===== src/rtl/spi_regport_pkg.sv =====
package spi_regport_pkg;
  localparam int INSTR_W = 16;
  localparam int ADDR_W  = 13;

  typedef enum logic [1:0] {PH_INSTR, PH_DATA, PH_IDLE} phase_e;

  typedef struct packed {
    logic              rd;
    logic [1:0]        len;
    logic [ADDR_W-1:0] addr;
  } instr_t;

  function automatic logic [3:0] rev4(input logic [3:0] n);
    return {n[0], n[1], n[2], n[3]};
  endfunction
endpackage


===== src/rtl/spi_regport_sync.sv =====
module spi_regport_sync #(
  parameter int           W       = 3,
  parameter int           STAGES  = 2,
  parameter logic [W-1:0] RST_VAL = '0
) (
  input  logic         clk_i,
  input  logic         rst_ni,
  input  logic [W-1:0] in_i,
  output logic [W-1:0] out_o
);
  logic [W-1:0] st_q [STAGES];

  always_ff @(posedge clk_i or negedge rst_ni) begin
    if (!rst_ni) begin
      for (int k = 0; k < STAGES; k++) st_q[k] <= RST_VAL;
    end else begin
      st_q[0] <= in_i;
      for (int k = 1; k < STAGES; k++) st_q[k] <= st_q[k-1];
    end
  end

  assign out_o = st_q[STAGES-1];
endmodule


===== src/rtl/spi_regport_engine.sv =====
module spi_regport_engine
  import spi_regport_pkg::*;
(
  input  logic              clk_i,
  input  logic              rst_ni,
  input  logic              sclk_s_i,
  input  logic              csb_s_i,
  input  logic              sdi_s_i,
  input  logic              lsb_first_i,
  input  logic              sdo_active_i,
  input  logic [7:0]        rd_data_i,
  output logic [ADDR_W-1:0] addr_o,
  output logic              wr_en_o,
  output logic [7:0]        wr_data_o,
  output logic              sdio_o,
  output logic              sdio_oe_o,
  output logic              sdo_o,
  output logic              sdo_oe_o
);
  phase_e              phase_q;
  logic [3:0]          bit_cnt_q;
  logic [1:0]          byte_cnt_q;
  logic [INSTR_W-1:0]  sh_q, sh_next;
  instr_t              ins_q, ins_next;
  logic                sclk_d_q, out_bit_q;
  logic                rise, fall, byte_end;
  logic [2:0]          rd_idx;

  assign rise     = sclk_s_i & ~sclk_d_q & ~csb_s_i;
  assign fall     = ~sclk_s_i & sclk_d_q & ~csb_s_i;
  assign sh_next  = lsb_first_i ? {sdi_s_i, sh_q[INSTR_W-1:1]} : {sh_q[INSTR_W-2:0], sdi_s_i};
  assign ins_next = sh_next;
  assign byte_end = (phase_q == PH_DATA) && (bit_cnt_q == 4'd7);
  assign rd_idx   = lsb_first_i ? bit_cnt_q[2:0] : ~bit_cnt_q[2:0];

  always_ff @(posedge clk_i or negedge rst_ni) begin
    if (!rst_ni) begin
      sclk_d_q   <= 1'b0;
      phase_q    <= PH_INSTR;
      bit_cnt_q  <= '0;
      byte_cnt_q <= '0;
      sh_q       <= '0;
      ins_q      <= '0;
      out_bit_q  <= 1'b0;
    end else begin
      sclk_d_q <= sclk_s_i;
      if (csb_s_i) begin
        phase_q    <= PH_INSTR;
        bit_cnt_q  <= '0;
        byte_cnt_q <= '0;
      end else if (rise) begin
        sh_q <= sh_next;
        case (phase_q)
          PH_INSTR: begin
            if (bit_cnt_q == 4'(INSTR_W-1)) begin
              ins_q      <= ins_next;
              phase_q    <= PH_DATA;
              bit_cnt_q  <= '0;
              byte_cnt_q <= '0;
            end else begin
              bit_cnt_q <= bit_cnt_q + 4'd1;
            end
          end
          PH_DATA: begin
            if (byte_end) begin
              bit_cnt_q  <= '0;
              ins_q.addr <= lsb_first_i ? ins_q.addr + 1'b1 : ins_q.addr - 1'b1;
              if (ins_q.len != 2'd3 && byte_cnt_q == ins_q.len) phase_q <= PH_IDLE;
              else if (byte_cnt_q != 2'd3) byte_cnt_q <= byte_cnt_q + 2'd1;
            end else begin
              bit_cnt_q <= bit_cnt_q + 4'd1;
            end
          end
          default: ;
        endcase
      end else if (fall && phase_q == PH_DATA && ins_q.rd) begin
        out_bit_q <= rd_data_i[rd_idx];
      end
    end
  end

  assign addr_o    = ins_q.addr;
  assign wr_en_o   = rise && byte_end && !ins_q.rd;
  assign wr_data_o = lsb_first_i ? sh_next[15:8] : sh_next[7:0];

  logic rd_act;
  assign rd_act    = ~csb_s_i && (phase_q == PH_DATA) && ins_q.rd;
  assign sdio_oe_o = rd_act & ~sdo_active_i;
  assign sdo_oe_o  = rd_act & sdo_active_i;
  assign sdio_o    = out_bit_q;
  assign sdo_o     = out_bit_q;


  csb_abort_chk: assert property (@(posedge clk_i) disable iff (!rst_ni)
    csb_s_i |=> (phase_q == PH_INSTR && bit_cnt_q == 4'd0));

  one_driver_chk: assert property (@(posedge clk_i) disable iff (!rst_ni)
    !(sdio_oe_o && sdo_oe_o));

  byte_limit_chk: assert property (@(posedge clk_i) disable iff (!rst_ni)
    wr_en_o |-> (ins_q.len == 2'd3 || byte_cnt_q <= ins_q.len));

  no_drive_on_write_chk: assert property (@(posedge clk_i) disable iff (!rst_ni)
    (phase_q != PH_DATA) |-> !(sdio_oe_o || sdo_oe_o));
endmodule


===== src/rtl/spi_regport_regs.sv =====
module spi_regport_regs
  import spi_regport_pkg::*;
#(
  parameter int                NREG     = 4,
  parameter logic [ADDR_W-1:0] BUF_BASE = 13'h0100,
  parameter logic [ADDR_W-1:0] RST_ADDR = 13'h0012,
  parameter int                PULSE_W  = 2
) (
  input  logic              clk_i,
  input  logic              rst_ni,
  input  logic [ADDR_W-1:0] addr_i,
  input  logic              wr_en_i,
  input  logic [7:0]        wr_data_i,
  input  logic              update_i,
  output logic [7:0]        rd_data_o,
  output logic              sdo_active_o,
  output logic              lsb_first_o,
  output logic              soft_rst_o,
  output logic [PULSE_W-1:0] pulse_o,
  output logic [NREG*8-1:0] active_o
);
  logic [2:0]         cfg_q;
  logic [PULSE_W-1:0] pulse_q;
  logic [7:0]         active_q [NREG];
  logic [3:0]         cfg_nib;
  logic               cfg_we;

  assign cfg_we  = wr_en_i && (addr_i == '0);
  assign cfg_nib = {1'b1, cfg_q};

  always_ff @(posedge clk_i or negedge rst_ni) begin
    if (!rst_ni) begin
      cfg_q   <= '0;
      pulse_q <= '0;
    end else begin
      if (cfg_we) cfg_q <= wr_data_i[2:0];
      pulse_q <= (wr_en_i && addr_i == RST_ADDR) ? wr_data_i[PULSE_W-1:0] : '0;
    end
  end

  for (genvar i = 0; i < NREG; i++) begin : g_buf
    localparam logic [ADDR_W-1:0] REG_A = BUF_BASE + ADDR_W'(i);
    logic [7:0] shadow_q;
    always_ff @(posedge clk_i or negedge rst_ni) begin
      if (!rst_ni) begin
        shadow_q    <= '0;
        active_q[i] <= '0;
      end else begin
        if (wr_en_i && addr_i == REG_A) shadow_q <= wr_data_i;
        if (update_i) active_q[i] <= shadow_q;
      end
    end
    assign active_o[i*8 +: 8] = active_q[i];
  end

  always_comb begin
    rd_data_o = '0;
    if (addr_i == '0) rd_data_o = {rev4(cfg_nib), cfg_nib};
    for (int i = 0; i < NREG; i++)
      if (addr_i == BUF_BASE + ADDR_W'(i)) rd_data_o = active_q[i];
  end

  assign sdo_active_o = cfg_q[0];
  assign lsb_first_o  = cfg_q[1];
  assign soft_rst_o   = cfg_q[2];
  assign pulse_o      = pulse_q;


  pulse_clear_chk: assert property (@(posedge clk_i) disable iff (!rst_ni)
    (|pulse_q) |=> (pulse_q == '0));

  active_hold_chk: assert property (@(posedge clk_i) disable iff (!rst_ni)
    !update_i |=> $stable(active_o));

  soft_hold_chk: assert property (@(posedge clk_i) disable iff (!rst_ni)
    !cfg_we |=> $stable(soft_rst_o));
endmodule


===== src/rtl/spi_regport.sv =====
module spi_regport
  import spi_regport_pkg::*;
#(
  parameter int                NREG        = 4,
  parameter logic [ADDR_W-1:0] BUF_BASE    = 13'h0100,
  parameter logic [ADDR_W-1:0] RST_ADDR    = 13'h0012,
  parameter int                PULSE_W     = 2,
  parameter int                SYNC_STAGES = 2
) (
  input  logic               clk_i,
  input  logic               rst_ni,
  input  logic               sclk_i,
  input  logic               csb_i,
  input  logic               sdio_i,
  output logic               sdio_o,
  output logic               sdio_oe_o,
  output logic               sdo_o,
  output logic               sdo_oe_o,
  input  logic               update_i,
  output logic               soft_rst_o,
  output logic [PULSE_W-1:0] pulse_o,
  output logic [NREG*8-1:0]  active_o
);
  logic [2:0]        sync_out;
  logic [ADDR_W-1:0] addr;
  logic              wr_en, lsb_first, sdo_active;
  logic [7:0]        wr_data, rd_data;

  spi_regport_sync #(.W(3), .STAGES(SYNC_STAGES), .RST_VAL(3'b100)) u_sync (
    .clk_i (clk_i),
    .rst_ni(rst_ni),
    .in_i  ({csb_i, sclk_i, sdio_i}),
    .out_o (sync_out)
  );

  spi_regport_engine u_engine (
    .clk_i       (clk_i),
    .rst_ni      (rst_ni),
    .sclk_s_i    (sync_out[1]),
    .csb_s_i     (sync_out[2]),
    .sdi_s_i     (sync_out[0]),
    .lsb_first_i (lsb_first),
    .sdo_active_i(sdo_active),
    .rd_data_i   (rd_data),
    .addr_o      (addr),
    .wr_en_o     (wr_en),
    .wr_data_o   (wr_data),
    .sdio_o      (sdio_o),
    .sdio_oe_o   (sdio_oe_o),
    .sdo_o       (sdo_o),
    .sdo_oe_o    (sdo_oe_o)
  );

  spi_regport_regs #(
    .NREG(NREG), .BUF_BASE(BUF_BASE), .RST_ADDR(RST_ADDR), .PULSE_W(PULSE_W)
  ) u_regs (
    .clk_i       (clk_i),
    .rst_ni      (rst_ni),
    .addr_i      (addr),
    .wr_en_i     (wr_en),
    .wr_data_i   (wr_data),
    .update_i    (update_i),
    .rd_data_o   (rd_data),
    .sdo_active_o(sdo_active),
    .lsb_first_o (lsb_first),
    .soft_rst_o  (soft_rst_o),
    .pulse_o     (pulse_o),
    .active_o    (active_o)
  );
endmodule


===== config.mk =====
export PLATFORM = sky130hd
export DESIGN_NAME = spi_regport
export DESIGN_NICKNAME = d
export VERILOG_FILES = /design/src/rtl/spi_regport_pkg.sv /design/src/rtl/spi_regport_sync.sv /design/src/rtl/spi_regport_engine.sv /design/src/rtl/spi_regport_regs.sv /design/src/rtl/spi_regport.sv
export SDC_FILE = /design/constraint.sdc
export NUM_CORES = 1
export LEC_CHECK = 0
export BUFFER_PORTS_ARGS = -buffer_cell sky130_fd_sc_hd__buf_2
export CAP_MARGIN = 20
export CORE_MARGIN = 5
export CORE_UTILIZATION = 61
export CTS_CLUSTER_DIAMETER = 80
export DETAILED_ROUTE_END_ITERATION = 6
export GPL_TIMING_DRIVEN = 0
export PLACE_DENSITY = 0.82
export RECOVER_POWER = 50
export SLEW_MARGIN = 20
export SYNTH_ARGS = -nofsm -noshare
export SYNTH_HDL_FRONTEND = slang
export SYNTH_HIERARCHICAL = 1
export SYNTH_SLANG_ARGS = --single-unit

===== constraint.sdc =====
create_clock -name clk_i -period 3.22 [get_ports clk_i]
set_input_delay 0.161 -clock clk_i [delete_from_list [all_inputs] [get_ports clk_i]]
set_output_delay 0.161 -clock clk_i [all_outputs]
set_load 0.05 [all_outputs]

### Word level (Yosys, flattened, before mapping)

Index checks and enable logic that the tools add are counted.

| operators by class | value |
|---|---|
| add/subtract/negate cells | 4 |
| $lt $le $gt $ge | 1 |
| equality and inequality tests | 18 |
| muxes and demuxes | 33 |
| bitwise operators | 12 |
| reduce and logical (&&, ||, !) cells | 27 |

Operator list:

| operator | number |
|---|---|
| $eq 13x9->1 const B | 4 |
| $mux 8 | 6 |
| $mux 13 | 3 |
| $pmux 13 s2 | 1 |
| $mux 2 | 12 |
| $mux 16 | 1 |
| $mux 4 | 4 |
| $logic_and 1x1->1 | 14 |
| $add 13x1->13 const B | 1 |
| $eq 13x5->1 const B | 1 |
| $logic_not 13->1 | 1 |
| $sub 13x1->13 const B | 1 |
| $ne 3x2->1 const B | 4 |
| $reduce_and 5->1 | 2 |
| $pmux 2 s2 | 2 |
| $pmux 4 s2 | 1 |
| $and 1x1->1 | 6 |
| $reduce_and 6->1 | 1 |
| $not 1->1 | 5 |
| $add 4x1->4 const B | 1 |
| $eq 4x3->1 const B | 1 |
| $eq 4x4->1 const B | 1 |
| $lt 3x4->1 const B | 1 |
| $ne 2x1->1 const B | 2 |
| 16 further kinds | 19 |

| storage, ports and cells | value |
|---|---|
| flip-flop bits (word level) | 117 |
| input bits | 6 |
| output and inout bits | 39 |
| logic and storage cells | 116 |

### Longest topological paths before layout

Gate-level depths: netlist (run 1).

| logic depth | value |
|---|---|
| depth in word-level cells | 8 |
| depth in mapped cells | 11 |
| mapped depth without buffers | 9 |

### Hierarchy

Netlist (run 1), hierarchy kept.

Modules (own cells, without submodules):

| module | times used | cells an instance | area an instance (um2) | seq. area each (um2) |
|---|---|---|---|---|
| spi_regport_regs | 1 | 225 | 3,075.4 | 1,726.7 |
| spi_regport_engine | 1 | 343 | 2,921.6 | 1,051.0 |
| spi_regport_sync | 1 | 9 | 175.2 | 152.6 |

### Worst setup path before layout (run 1)

OpenSTA, ideal clock, no wires.

| path | value |
|---|---|
| path kind | register to register |
| from | register u_sync.st_q, in the netlist u_sync/out_o[2] |
| to | register u_regs.cfg_q[1] |
| setup time | 125 ps |
| arrival | 2,367 ps |
| data required time | 3,095 ps |
| slack | 728 ps |
| cell stages (with the launch flop) | 11 |
| buffers on the path | 3 |
| clock period less this slack | 2,492 ps |
| cell sequence | dfstp_2 buf_4 clkbuf_1 inv_1 and3_1 clkbuf_1 nand4_1 nor3_1 inv_1 or4_4 mux2_4 |

| between the ends | value |
|---|---|
| longest elaborated chain between the ends | 5 |

Ends and longest elaborated chain:

| element | line | text |
|---|---|---|
| start: declaration | spi_regport_sync.sv:11 | `logic [W-1:0] st_q [STAGES];` |
| $not 1->1 (no source line) | -- |  |
| $and 1x1->1 | spi_regport_engine.sv:29 | `assign rise = sclk_s_i & ~sclk_d_q & ~csb_s_i;` |
| $logic_and 1x1->1 (2 in a row) | spi_regport_engine.sv:83 | `assign wr_en_o = rise && byte_end && !ins_q.rd;` |
| net wr_en | spi_regport.sv:26 | `logic wr_en, lsb_first, sdo_active;` |
| $logic_and 1x1->1 | spi_regport_regs.sv:28 | `assign cfg_we = wr_en_i && (addr_i == '0);` |
| end signal: assignment | spi_regport_regs.sv:36 | `if (cfg_we) cfg_q <= wr_data_i[2:0];` |
| end: declaration | spi_regport_regs.sv:22 | `logic [2:0] cfg_q;` |

The timed path passes the listed nets, and every way through them passes these cells.
A chain may end at the register's enable or synchronous reset.

### Worst setup path after layout (run 1)

| path | value |
|---|---|
| from | register u_regs.cfg_q[1] |
| to | register u_engine/addr_o[12] (netlist name) |

| between the ends | value |
|---|---|
| longest elaborated chain between the ends | 3 |
| elaborated cells between the ends (all ways) | 5 |
| classes of those cells | mux (5) |

Ends and longest elaborated chain:

| element | line | text |
|---|---|---|
| $mux 13 or $mux 16 (tied branches) | spi_regport_engine.sv:67, spi_regport_engine.sv:31 |  |
| $mux 13 (on tied branches) | spi_regport_engine.sv:65, spi_regport_engine.sv:55 |  |
| $pmux 13 s2 (*) | spi_regport_engine.sv:53 | `case (phase_q)` |

Mark *: on every way between the ends. The rest lies on a longest branch, timed or not. The select of a mux whose other input is x is not followed.

==> results of run 1 <==
[sequential cells by signal (all words and copies together), names as in the netlist]
name and flops:
u_regs/active_o 32, u_regs/g_buf.shadow_q 32, u_engine/sh_q 16, u_engine/addr_o 13
u_engine/bit_cnt_q 4, u_engine/ins_q 3, u_regs/cfg_q 3, u_sync/out_o 3
u_sync/st_q 3, u_engine/byte_cnt_q 2, u_engine/phase_q 2, u_regs/pulse_o 2
u_engine/sclk_d_q 1, u_engine/sdio_o 1
[power by group]
group,switching (mW),internal [mW]
Combinational,0.189,0.0959
Sequential,0.0656,1.53
Clock,0.632,1.29
Total,0.887,2.92
[cell families after synthesis]
group | after synthesis | synth area share, %
mux | 92 | 16.6
compound gates | 128 | 12.5
fa+ha+maj | 14 | 2.96
buf+inv | 59 | 5.03
xor+xnor | 11 | 1.56
simple gates | 156 | 13.9
flops | 117 | 47.5
[what timing repair did]
| action | 4_1_cts | 5_1_grt |
|---|---|---|
| resized for setup | 0 | 2 |
| hold buffers | 4 | 0 |
| hold endpoints to repair | 118 | 0 |
| buffers inserted | 0 | 2 |
| setup endpoints to repair | 0 | 33 |
[per-layer routing]
layer | GRT usage [%] | vias up
met1 | 35.2 | 2459
met5 | 0 | -
met2 | 42.2 | 214
met4 | 11.7 | 0
met3 | 7.60 | 41
li1 | - | 2204
[layout by cell type (no fill, tap or decap), drive strengths merged, types with 6 or more instances in the layout]
cell type,instances
a21oi,50
a31oi,6
buf,75
clkbuf,36
dfrtp,115
ha,13
inv,16
mux2,73
mux2i,19
nand2,39
nand3,11
nand4,6
nor2,47
nor3,17
o21ai,33
o31ai,6
xnor2,7
[per-stage QoR]
step	cell area [um^2]	setup WS, ns
4_1_cts	7230	0.0471
3_5_place_dp	6590	0.0989
3_3_place_gp	6550	0.183
6_report	7250	0.185
5_1_grt	7250	0.00326
2_1_floorplan	6170	0.728
[worst register-to-register path: cells and delay by family, from the launching register on]
kind                     cells  cell delay, ns
adder cells (fa/ha/maj)      1            0.58
multiplexers                 1            0.31
AND/OR/NAND/NOR              3            0.47
buffers and inverters        2            0.61
AO/OA/AOI/OAI                2            0.60
flip-flops                   1            0.37
[final timing paths]
kind | from | to
setup / recovery | u_regs/cfg_q[1] | u_engine/addr_o[12]
hold / removal | update_i | u_regs/active_o[14]
max in group asynchronous | rst_ni | u_sync/st_q[5]
setup reg to reg | u_regs/cfg_q[1] | u_engine/addr_o[12]
min in group asynchronous | rst_ni | u_engine/addr_o[7]
hold reg to reg | u_sync/st_q[3] | u_sync/out_o[0]
[cell type report]
type	count	area (um^2)
Multi-Input combinational cell	401	2950
Sequential cell	117	2930
Fill cell	711	2570
Clock buffer	23	457
Timing Repair Buffer	50	297
Buffer	42	243
Tap cell	133	166
Clock inverter	8	149
Inverter	16	60.1
==> metrics.md, run 1 <==
| Metric | Value |
|---|---|
| CP Class | reg -> reg |
| P per Cell Area | 525 nW/um^2 |
| Commonest cells in the synthesized netlist | dfrtp_1, mux2_2, a21oi_1 |
| Clock Sinks | 117 |
| Io pins | 45 |
| Slowest cell on crit path | fa_1 |
| Slew @ Worst Pin | 1.91 ns |
| Final slew viol count | 34 |
| Startpoint types | register |
| Pre-Repair DR Iteration Count | 7 |
| Die Footprint | 12200 um^2 |
| Final Power | 3.81 mW |
| Via density | 6.23 |
| Crit. End Element | register |
| Initial DRC Count | 556 |
| Setup TNS | 0 ns |
| Gr usage total | 27.0% |
| Crit. path cell count | 9 |
| Worst vdd ir | 0.593 mV |
| Delay-heaviest family, CP | buffers and inverters |
| Met3 WL post-DR | 1.03 mm |
| Clock buffer depth | 2 |
| Post-DRT Antenna Nets | 0 |
| Largest net degree at the start of global routing | 85 |
| Synth Instances | 577 |
| CTS clk-pin slew, worst paths | 0.06 ns |
| CTS tree | yes |
| Die Y-Extent | 111 um |
| Cell Chain, Critical Path | buf_2 -> inv_1 -> fa_1 -> a21oi_1 -> nor2_1 -> o21ai_0 -> nand3b_1 -> mux2_2 -> nor3_1 |
| Failing checks | design-rule violations, max-capacitance violations, max-slew violations |
| Met2 wire length | 7.70 mm |
| WL met1 | 6.58 mm |
| Setup Viol. Count Final | 0 |
| Rows | 36 |
| Chip Width | 111 um |
| Final core occ | 73.8% |
| Max cap viols | 1 |
| R2R depth | 9 |
| Number of enable flip-flop cells after synthesis | 0 |
| Peak Freq | 0.329 GHz |
| Worst path bufs/invs | 2 |
| Top sig layer | met4 |
| Status | finished with violations |
| RSZ-0062 raised after global routing | false |
| Inserted Clock Buffers | 17 |
| Min Tclk post-route | 3.04 ns |
| Synth top area share | 46.6% |
| Internal reg-to-reg setup slack | 0.18 ns |
| Half-perimeter wire length after placement | 10.9 mm |
| Final Net Count | 665 |
| Initial Util | 62.9% |
| Most frequent cell after synthesis | dfrtp_1 |
| Post-synthesis cell area | 6170 um^2 |
| Synthesis-to-layout area growth | 17.5% |
| Mean Syn Cell Area | 10.7 um^2 |
| Post-synth top area cell | dfrtp_1 |
| Setup Skew | 0.00997 ns |
| Layout cells sized above 1 | 28.9% |
| Pleak | 3.45 nW |
| Seq/Total Area, Yosys | 47.5% |
| Slew HR | -27.5% |
| Depth of the CTS H-tree | 4 |
| Hold path depth | 2 |
| Detailed Route WL | 15.8 mm |
| Required time of the critical path | 3.66 ns |
| Crit path arrival time | 3.47 ns |
| Port buffer count | 43 |
| Residual DRC count | 1 |
| Wire per inst | 19.9 um |
| Fin cells | 790 |
| Async SR Flop Fraction | 100% |
| Fin Hold WS | 0.103 ns |
| N_diodes | 0 |
| #FFs+latches synth | 117 |
| Vias | 4918 |
| Placed cell count | 754 |
| Final Cycle Share | 94.3% |
| Placer Congestion | 0.905 |
| Synthesized Nets | 597 |
| Initial antenna violation count | 0 |
| Yosys warning count | 6 |
| Ys flop type | dfrtp_1 |
| Hold crit path type | in -> reg |
| Yosys cell types | 62 |
| Grt ovf | 0 |
| Synth area leaders | dfrtp_1, mux2_2, a21oi_1 |
| Core area | 9820 um^2 |
| Crit path max fanout | 18 |
| Count of final hold-check violations | 0 |
| Skew-Pair Late Insertion Delay | 0.52 ns |
| CP max stage delay | 0.58 ns |
| Root buffer cell | clkbuf_8 |
| Vias in the first global route | 5053 |
| First-pass GRT wire length | 26.3 mm |
(Power assumes the default switching activity.)
==> inputs of run 2 (changes only) <==
--- a/config.mk
+++ b/config.mk
@@ -5,14 +5,14 @@
 export SDC_FILE = /design/constraint.sdc
 export NUM_CORES = 1
 export LEC_CHECK = 0
-export BUFFER_PORTS_ARGS = -buffer_cell sky130_fd_sc_hd__buf_2
 export CAP_MARGIN = 20
 export CORE_MARGIN = 5
-export CORE_UTILIZATION = 61
+export CORE_UTILIZATION = 64
 export CTS_CLUSTER_DIAMETER = 80
 export DETAILED_ROUTE_END_ITERATION = 6
+export DONT_BUFFER_PORTS = 1
 export GPL_TIMING_DRIVEN = 0
-export PLACE_DENSITY = 0.82
+export PLACE_DENSITY = 0.8
 export RECOVER_POWER = 50
 export SLEW_MARGIN = 20
 export SYNTH_ARGS = -nofsm -noshare
==> constraint.sdc (replaced) <==
create_clock -name clk_i -period 3.4 [get_ports clk_i]
set_input_delay 0.17 -clock clk_i [delete_from_list [all_inputs] [get_ports clk_i]]
set_output_delay 0.17 -clock clk_i [all_outputs]
set_load 0.05 [all_outputs]
==> run 2 against run 1 <==
The run ends with max-capacitance violations, max-slew violations left. Cell count fell by 5.9%. Sequential share of layout area rose by 1.6 points. Critical path depth fell by 1. Die area fell by 4.3%. Core utilization rose by 0.98 points. Total power fell by 6.2%. Critical path type unchanged. Worst hold slack improved by 0.010 ns. Clock skew fell by 0.00094 ns.
==> metrics.md, run 2 (same netlist as run 1, synthesis figures left out) <==
| Metric | Value |
|---|---|
| Status | finished with violations |
| Failing checks | max-capacitance violations, max-slew violations |
| Final setup margin | 0.155 ns (-0.0301 ns) |
| First-pass GRT wire length | 24.3 mm (-7.6%) |
| Max cap viols | 1 (unchanged) |
| Slew @ Worst Pin | 2.55 ns (+0.633 ns) |
| Peak Freq | 0.308 GHz (-6.5%) |
| Crit path arrival time | 3.65 ns (+0.18 ns) |
| CTS clk-pin slew, worst paths | 0.06 ns (about the same) |
| Detailed Route WL | 15.1 mm (-4.1%) |
| Fin Hold WS | 0.113 ns (+0.0102 ns) |
| Slew HR | -69.7% (-42 points) |
| Final Power | 3.57 mW (-6.2%) |
| Count of final hold-check violations | 0 (unchanged) |
| CP Class | reg -> reg |
| Most frequent cells in the layout | dfrtp_1, mux2_2, a21oi_1, nor2_1, nand2_1 |
| Required time of the critical path | 3.80 ns (+0.14 ns) |
| CTS tree | yes |
| Chip Width | 108 um (-2.2%) |
| Switch Pwr | 893 uW (+0.74%) |
| Most common cell after layout, fill and taps aside | dfrtp_1 |
| Pre-Repair DR Iteration Count | 6 (-1) |
| Via density | 6.28 (+0.92%) |
| Residual DRC count | 0 (-1) |
| Port buffer count | 0 (-100%) |
| Crit. End Element | register |
| Initial antenna violation count | 1 (+1) |
| Synthesis-to-layout area growth | 13.1% |
| Die Y-Extent | 108 um (-2.2%) |
| Worst vdd ir | 0.442 mV (-26%) |
| Initial DRC Count | 384 (-31%) |
| Gate power share | 7.2% (-0.3 points) |
| Core area | 9330 um^2 (-5.0%) |
| Startpoint types | register |
| Final instance area | 6980 um^2 (-3.7%) |
| Final Net Count | 621 (-6.6%) |
| Crit path max fanout | 10 (-8) |
| Grt ovf | 0 (unchanged) |
| Placer Congestion | 0.908 (+0.33%) |
| Largest net degree at the start of global routing | 118 (+39%) |
| Vias in the first global route | 4662 (-7.7%) |
| Inserted Clock Buffers | 17 (unchanged) |
| Io pins | 45 (unchanged) |
| Clock buffer depth | 2 (unchanged) |
| Pre-CTS setup slack | 0.277 ns (+0.178 ns) |
| Placed cell areas | 6330 um^2 (-3.9%) |
| Die Footprint | 11700 um^2 (-4.3%) |
| Hold crit path type | in -> reg |
| Wire per inst | 20.3 um (+1.9%) |
| Setup Viol. Count Final | 0 (unchanged) |
| Initial Util | 66.2% (+3.3 points) |
| Gr usage total | 27.4% (+0.45 points) |
| Min Tclk post-route | 3.25 ns (+0.210 ns) |
| Internal Power | 2.68 mW (-8.3%) |
| Vias | 4668 (-5.1%) |
| Post-DRT Antenna Nets | 0 (unchanged) |
| Depth of the CTS H-tree | 4 (unchanged) |
| Setup TNS | 0 ns (unchanged) |
| Rows | 35 (-2.8%) |
| P per Cell Area | 512 nW/um^2 (-2.5%) |
| Layout cells sized above 1 | 24.1% (-4.8 points) |
| Clock Power Share | 50.4% (about the same) |
| Final slew viol count | 118 (+250%) |
| Pleak | 3.20 nW (-7.4%) |
| N_diodes | 0 (unchanged) |
| Setup bufs post-CTS | 0 (unchanged) |
| Root buffer cell | clkbuf_8 |
| Reg power frac | 42.4% (+0.4 points) |
| Skew-Pair Late Insertion Delay | 0.53 ns (about the same) |
| Clock Sinks | 117 (unchanged) |
| RSZ-0062 raised after global routing | false |
| Setup Skew | 0.00903 ns (-0.000940 ns) |
| Half-perimeter wire length after placement | 10.3 mm (-6.0%) |
| Switch share | 25.0% (+1.7 points) |
| Final Cycle Share | 95.4% (+1.2 points) |
==> run 2: worst paths after layout <==
check | start | end | slack (ns) | cells after the start
setup / recovery | u_engine/phase_q[0] | u_regs/g_buf[0].shadow_q[3] | 0.15 | 8
hold / removal | update_i | u_regs/active_o[23] | 0.11 | 2
setup reg to reg | u_engine/phase_q[0] | u_regs/g_buf[0].shadow_q[3] | 0.15 | 8
hold reg to reg | u_sync/st_q[5] | u_sync/out_o[2] | 0.36 | 0
max in group asynchronous | rst_ni | u_engine/addr_o[0] | 0.88 | 2
min in group asynchronous | rst_ni | u_engine/sh_q[9] | 0.97 | 2
==> run 2: layout make-up <==
cell class	instances	area, um^2
Clock inverter	14	175
Multi-Input combinational cell	401	2930
Fill cell	591	2350
Buffer	43	246
Inverter	16	60.1
Tap cell	129	161
Sequential cell	117	2930
Clock buffer	18	428
Timing Repair Buffer	5	45.0
==> run 2: critical path, stage by stage (launching register included) <==
cell	delay [ns]
dfrtp_1	0.41
nor2b_1	0.16
buf_2	0.25
buf_1	0.50
nand4_1	0.16
nor3_1	0.46
inv_1	0.24
nor3_4	0.54
mux2_2	0.41
==> run 2: power groups by stage <==
| stage | registers [mW] | logic [mW] | clock network, mW |
|---|---|---|---|
| floorplan | 1.51 | 0.159 | 0 |
| global placement | 1.53 | 0.214 | 0 |
| finish | 1.51 | 0.258 | 1.80 |
| detailed placement | 1.53 | 0.219 | 0 |
| CTS | 1.51 | 0.259 | 1.83 |
| global route | 1.52 | 0.287 | 1.90 |
==> run 2: per-stage QoR <==
| step | util [%] | cells |
|---|---|---|
| after global placement | 67.9 | 706 |
| after detailed placement | 67.9 | 706 |
| final | 74.8 | 743 |
| after global routing | 74.8 | 743 |
| after CTS | 75.1 | 743 |
| after floorplan | - | 577 |
==> run 2: timing repair <==
| action | CTS | global route |
|---|---|---|
| hold buffers | 5 | 0 |
| resized for setup | 0 | 1 |
| hold endpoints to repair | 120 | 0 |
| endpoints found under the setup margin | 0 | 1 |
==> run 2: layer usage <==
layer  up-vias  GRT usage [%]  part of all wire, %
met5         -              0                0.073
met4         2           9.29                  1.8
met3        28           8.96                  7.4
met2       182           42.7                   48
met1      2334           36.4                   43
li1       2122              -                    -
==> inputs of run 3 (changes only) <==
--- a/config.mk
+++ b/config.mk
@@ -6,6 +6,7 @@
 export NUM_CORES = 1
 export LEC_CHECK = 0
 export CAP_MARGIN = 20
+export CORE_ASPECT_RATIO = 1.2
 export CORE_MARGIN = 5
 export CORE_UTILIZATION = 64
 export CTS_CLUSTER_DIAMETER = 80
==> run 3 against run 2 <==
The run still ends with max-capacitance violations, max-slew violations left. Maximum frequency down 0.58%. Clock-buffer cell count rose by 2. Sequential power is essentially flat. Highest routed layer is now met4.
==> metrics.md, run 3 (same netlist as run 1, synthesis figures left out) <==
| Metric | Value |
|---|---|
| Post-DRT Antenna Nets | 0 (unchanged) |
| Pleak | 3.20 nW (about the same) |
| Final slew viol count | 118 (unchanged) |
| Crit path arrival time | 3.55 ns (-0.10 ns) |
| Clock Sinks | 117 (unchanged) |
| Final instance area | 6980 um^2 (unchanged) |
| Final Cycle Share | 96.0% (+0.56 points) |
| Setup bufs post-CTS | 0 (unchanged) |
| RSZ-0062 raised after global routing | false |
| Setup Viol. Count Final | 0 (unchanged) |
| P per Cell Area | 515 nW/um^2 (+0.62%) |
| First-pass GRT wire length | 25.6 mm (+5.4%) |
| CP Class | reg -> reg |
| Gr usage total | 27.7% (+0.24 points) |
| Detailed Route WL | 15.5 mm (+2.8%) |
| Clock buffer depth | 2 (unchanged) |
| Worst vdd ir | 0.510 mV (+15%) |
| Synthesis-to-layout area growth | 13.1% (unchanged) |
| Io pins | 45 (unchanged) |
| Via density | 6.47 (+3.0%) |
| Placed cell count | 700 (-0.85%) |
| Placer Congestion | 0.878 (-3.3%) |
| Final Net Count | 620 (-0.16%) |
| Skew-Pair Late Insertion Delay | 0.41 ns (-0.12 ns) |
| Worst hold start | update_i |
| Footprint of the multi-input gates | 2940 um^2 (+0.17%) |
| Slew @ Worst Pin | 2.52 ns (-0.0275 ns) |
| Initial Util | 65.2% (-0.97 points) |
| Half-perimeter wire length after placement | 10.7 mm (+3.8%) |
| Status | finished with violations |
| Crit. End Element | register |
| Fin cells | 735 (-1.1%) |
| Failing checks | max-capacitance violations, max-slew violations |
| Initial DRC Count | 318 (-17%) |
| R2R depth | 10 (+2) |
| Inserted Clock Buffers | 17 (unchanged) |
| Port buffer count | 0 (unchanged) |
| Core area | 9470 um^2 (+1.5%) |
| Residual DRC count | 0 (unchanged) |
| Largest net degree at the start of global routing | 118 (unchanged) |
| Reg-to-reg endpoint | u_regs/g_buf[0].shadow_q[0] |
| Chip Width | 99.6 um (-7.9%) |
| Fill count | 622 (+5.2%) |
| Reg2Reg Launch Point | u_sync/out_o[2] |
| Internal reg-to-reg setup slack | 0.14 ns (-0.02 ns) |
| CTS clk-pin slew, worst paths | 0.06 ns (about the same) |
| Die Footprint | 11700 um^2 (about the same) |
| Die Y-Extent | 118 um (+8.7%) |
| Most common cell after layout, fill and taps aside | dfrtp_1 |
| Setup Skew | 0.0141 ns (+0.00503 ns) |
| Vias | 4757 (+1.9%) |
| Min Tclk post-route | 3.26 ns (+0.0189 ns) |
| Depth of the CTS H-tree | 4 (unchanged) |
| Vias in the first global route | 5047 (+8.3%) |
| Placed cell areas | 6330 um^2 (-0.12%) |
| Reg area | 2930 um^2 (unchanged) |
| Hold path depth | 2 (unchanged) |
| Worst Hold End | u_regs/active_o[31] |
| Grt ovf | 0 (unchanged) |
| Slew HR | -67.8% (+1.8 points) |
| CTS tree | yes |
| Rows | 39 (+11%) |
| Root buffer cell | clkbuf_16 |
| Wire per inst | 21.1 um (+3.9%) |
| Count of final hold-check violations | 0 (unchanged) |
| Layout cells sized above 1 | 24.0% (-0.085 points) |
| Pre-Repair DR Iteration Count | 5 (-1) |
| Hold crit path type | in -> reg |
| N_diodes | 0 (unchanged) |
| Startpoint types | register |
| Peak Freq | 0.306 GHz (-0.58%) |
| Required time of the critical path | 3.69 ns (-0.11 ns) |
| Crit path max fanout | 9 (-1) |
| Most frequent cells in the layout | dfrtp_1, mux2_2, a21oi_1, nor2_1, nand2_1 |
| Setup TNS | 0 ns (unchanged) |
| Initial antenna violation count | 0 (-1) |
| Max cap viols | 1 (unchanged) |
## run 3: cell type report
type / instances / area share (%)
Sequential cell: 117 / 42.0
Inverter: 16 / 0.861
Clock buffer: 20 / 6.54
Buffer: 42 / 3.48
Clock inverter: 11 / 2.19
Timing Repair Buffer: 5 / 0.645
Tap cell: 123 / 2.21
Multi-Input combinational cell: 401 / 42.1
## run 3: worst max-delay path by stage
| stage | start | slack (ns) | endpoint |
|---|---|---|---|
| CTS | u_engine/phase_q[0] | 0.14 | u_regs/g_buf[1].shadow_q[1] |
| global route | u_sync/out_o[2] | 0.03 | u_regs/g_buf[0].shadow_q[0] |
| finish | u_sync/out_o[2] | 0.14 | u_regs/g_buf[0].shadow_q[0] |
| floorplan | u_sync/out_o[2] | 0.91 | u_regs/cfg_q[1] |
| global placement | u_engine/phase_q[0] | 0.21 | u_regs/g_buf[0].shadow_q[0] |
| detailed placement | u_engine/phase_q[0] | 0.16 | u_regs/g_buf[0].shadow_q[0] |
## run 3: metal layers
metal	vias to the layer above	track usage (%)	routed length (um)
li1	2128	-	-
met1	2311	30.8	5750
met2	247	46.9	7850
met3	71	8.48	1130
met4	0	14.7	795
met5	-	0	0
## run 3: worst max-delay path, cell delays in order (launching register included)
cell,delay (ns)
dfstp_2,0.36
buf_4,0.11
clkbuf_1,0.18
inv_1,0.14
and3_1,0.16
clkbuf_1,0.27
nand4_1,0.13
nor3_1,0.51
inv_1,0.29
nor3_4,0.57
mux2_2,0.41
## run 3: per-stage QoR
step                      setup WS, ns  util (%)  total power, mW  hold slack (ns)
after global routing            0.0293      73.7             3.71            0.264
after global placement           0.215      66.8             1.74           -0.120
final                            0.136      73.7             3.60            0.248
after CTS                        0.144      74.0             3.60            0.233
after floorplan                  0.908         -             1.67           -0.126
after detailed placement         0.158      66.8             1.75           -0.121
## run 3: what timing repair did
action | 4_1_cts | 5_1_grt
hold buffers | 5 | 0
hold endpoints to repair | 120 | 0
gates resized for setup | 0 | 1
endpoints found under the setup margin | 0 | 17
## run 3: report_power, final
group	switching [mW]	leakage (nW)	internal, mW	total, mW
Sequential	0.0607	1.56	1.45	1.51
Clock	0.637	0.288	1.19	1.83
Combinational	0.170	1.35	0.0863	0.257
Total	0.868	3.20	2.73	3.60
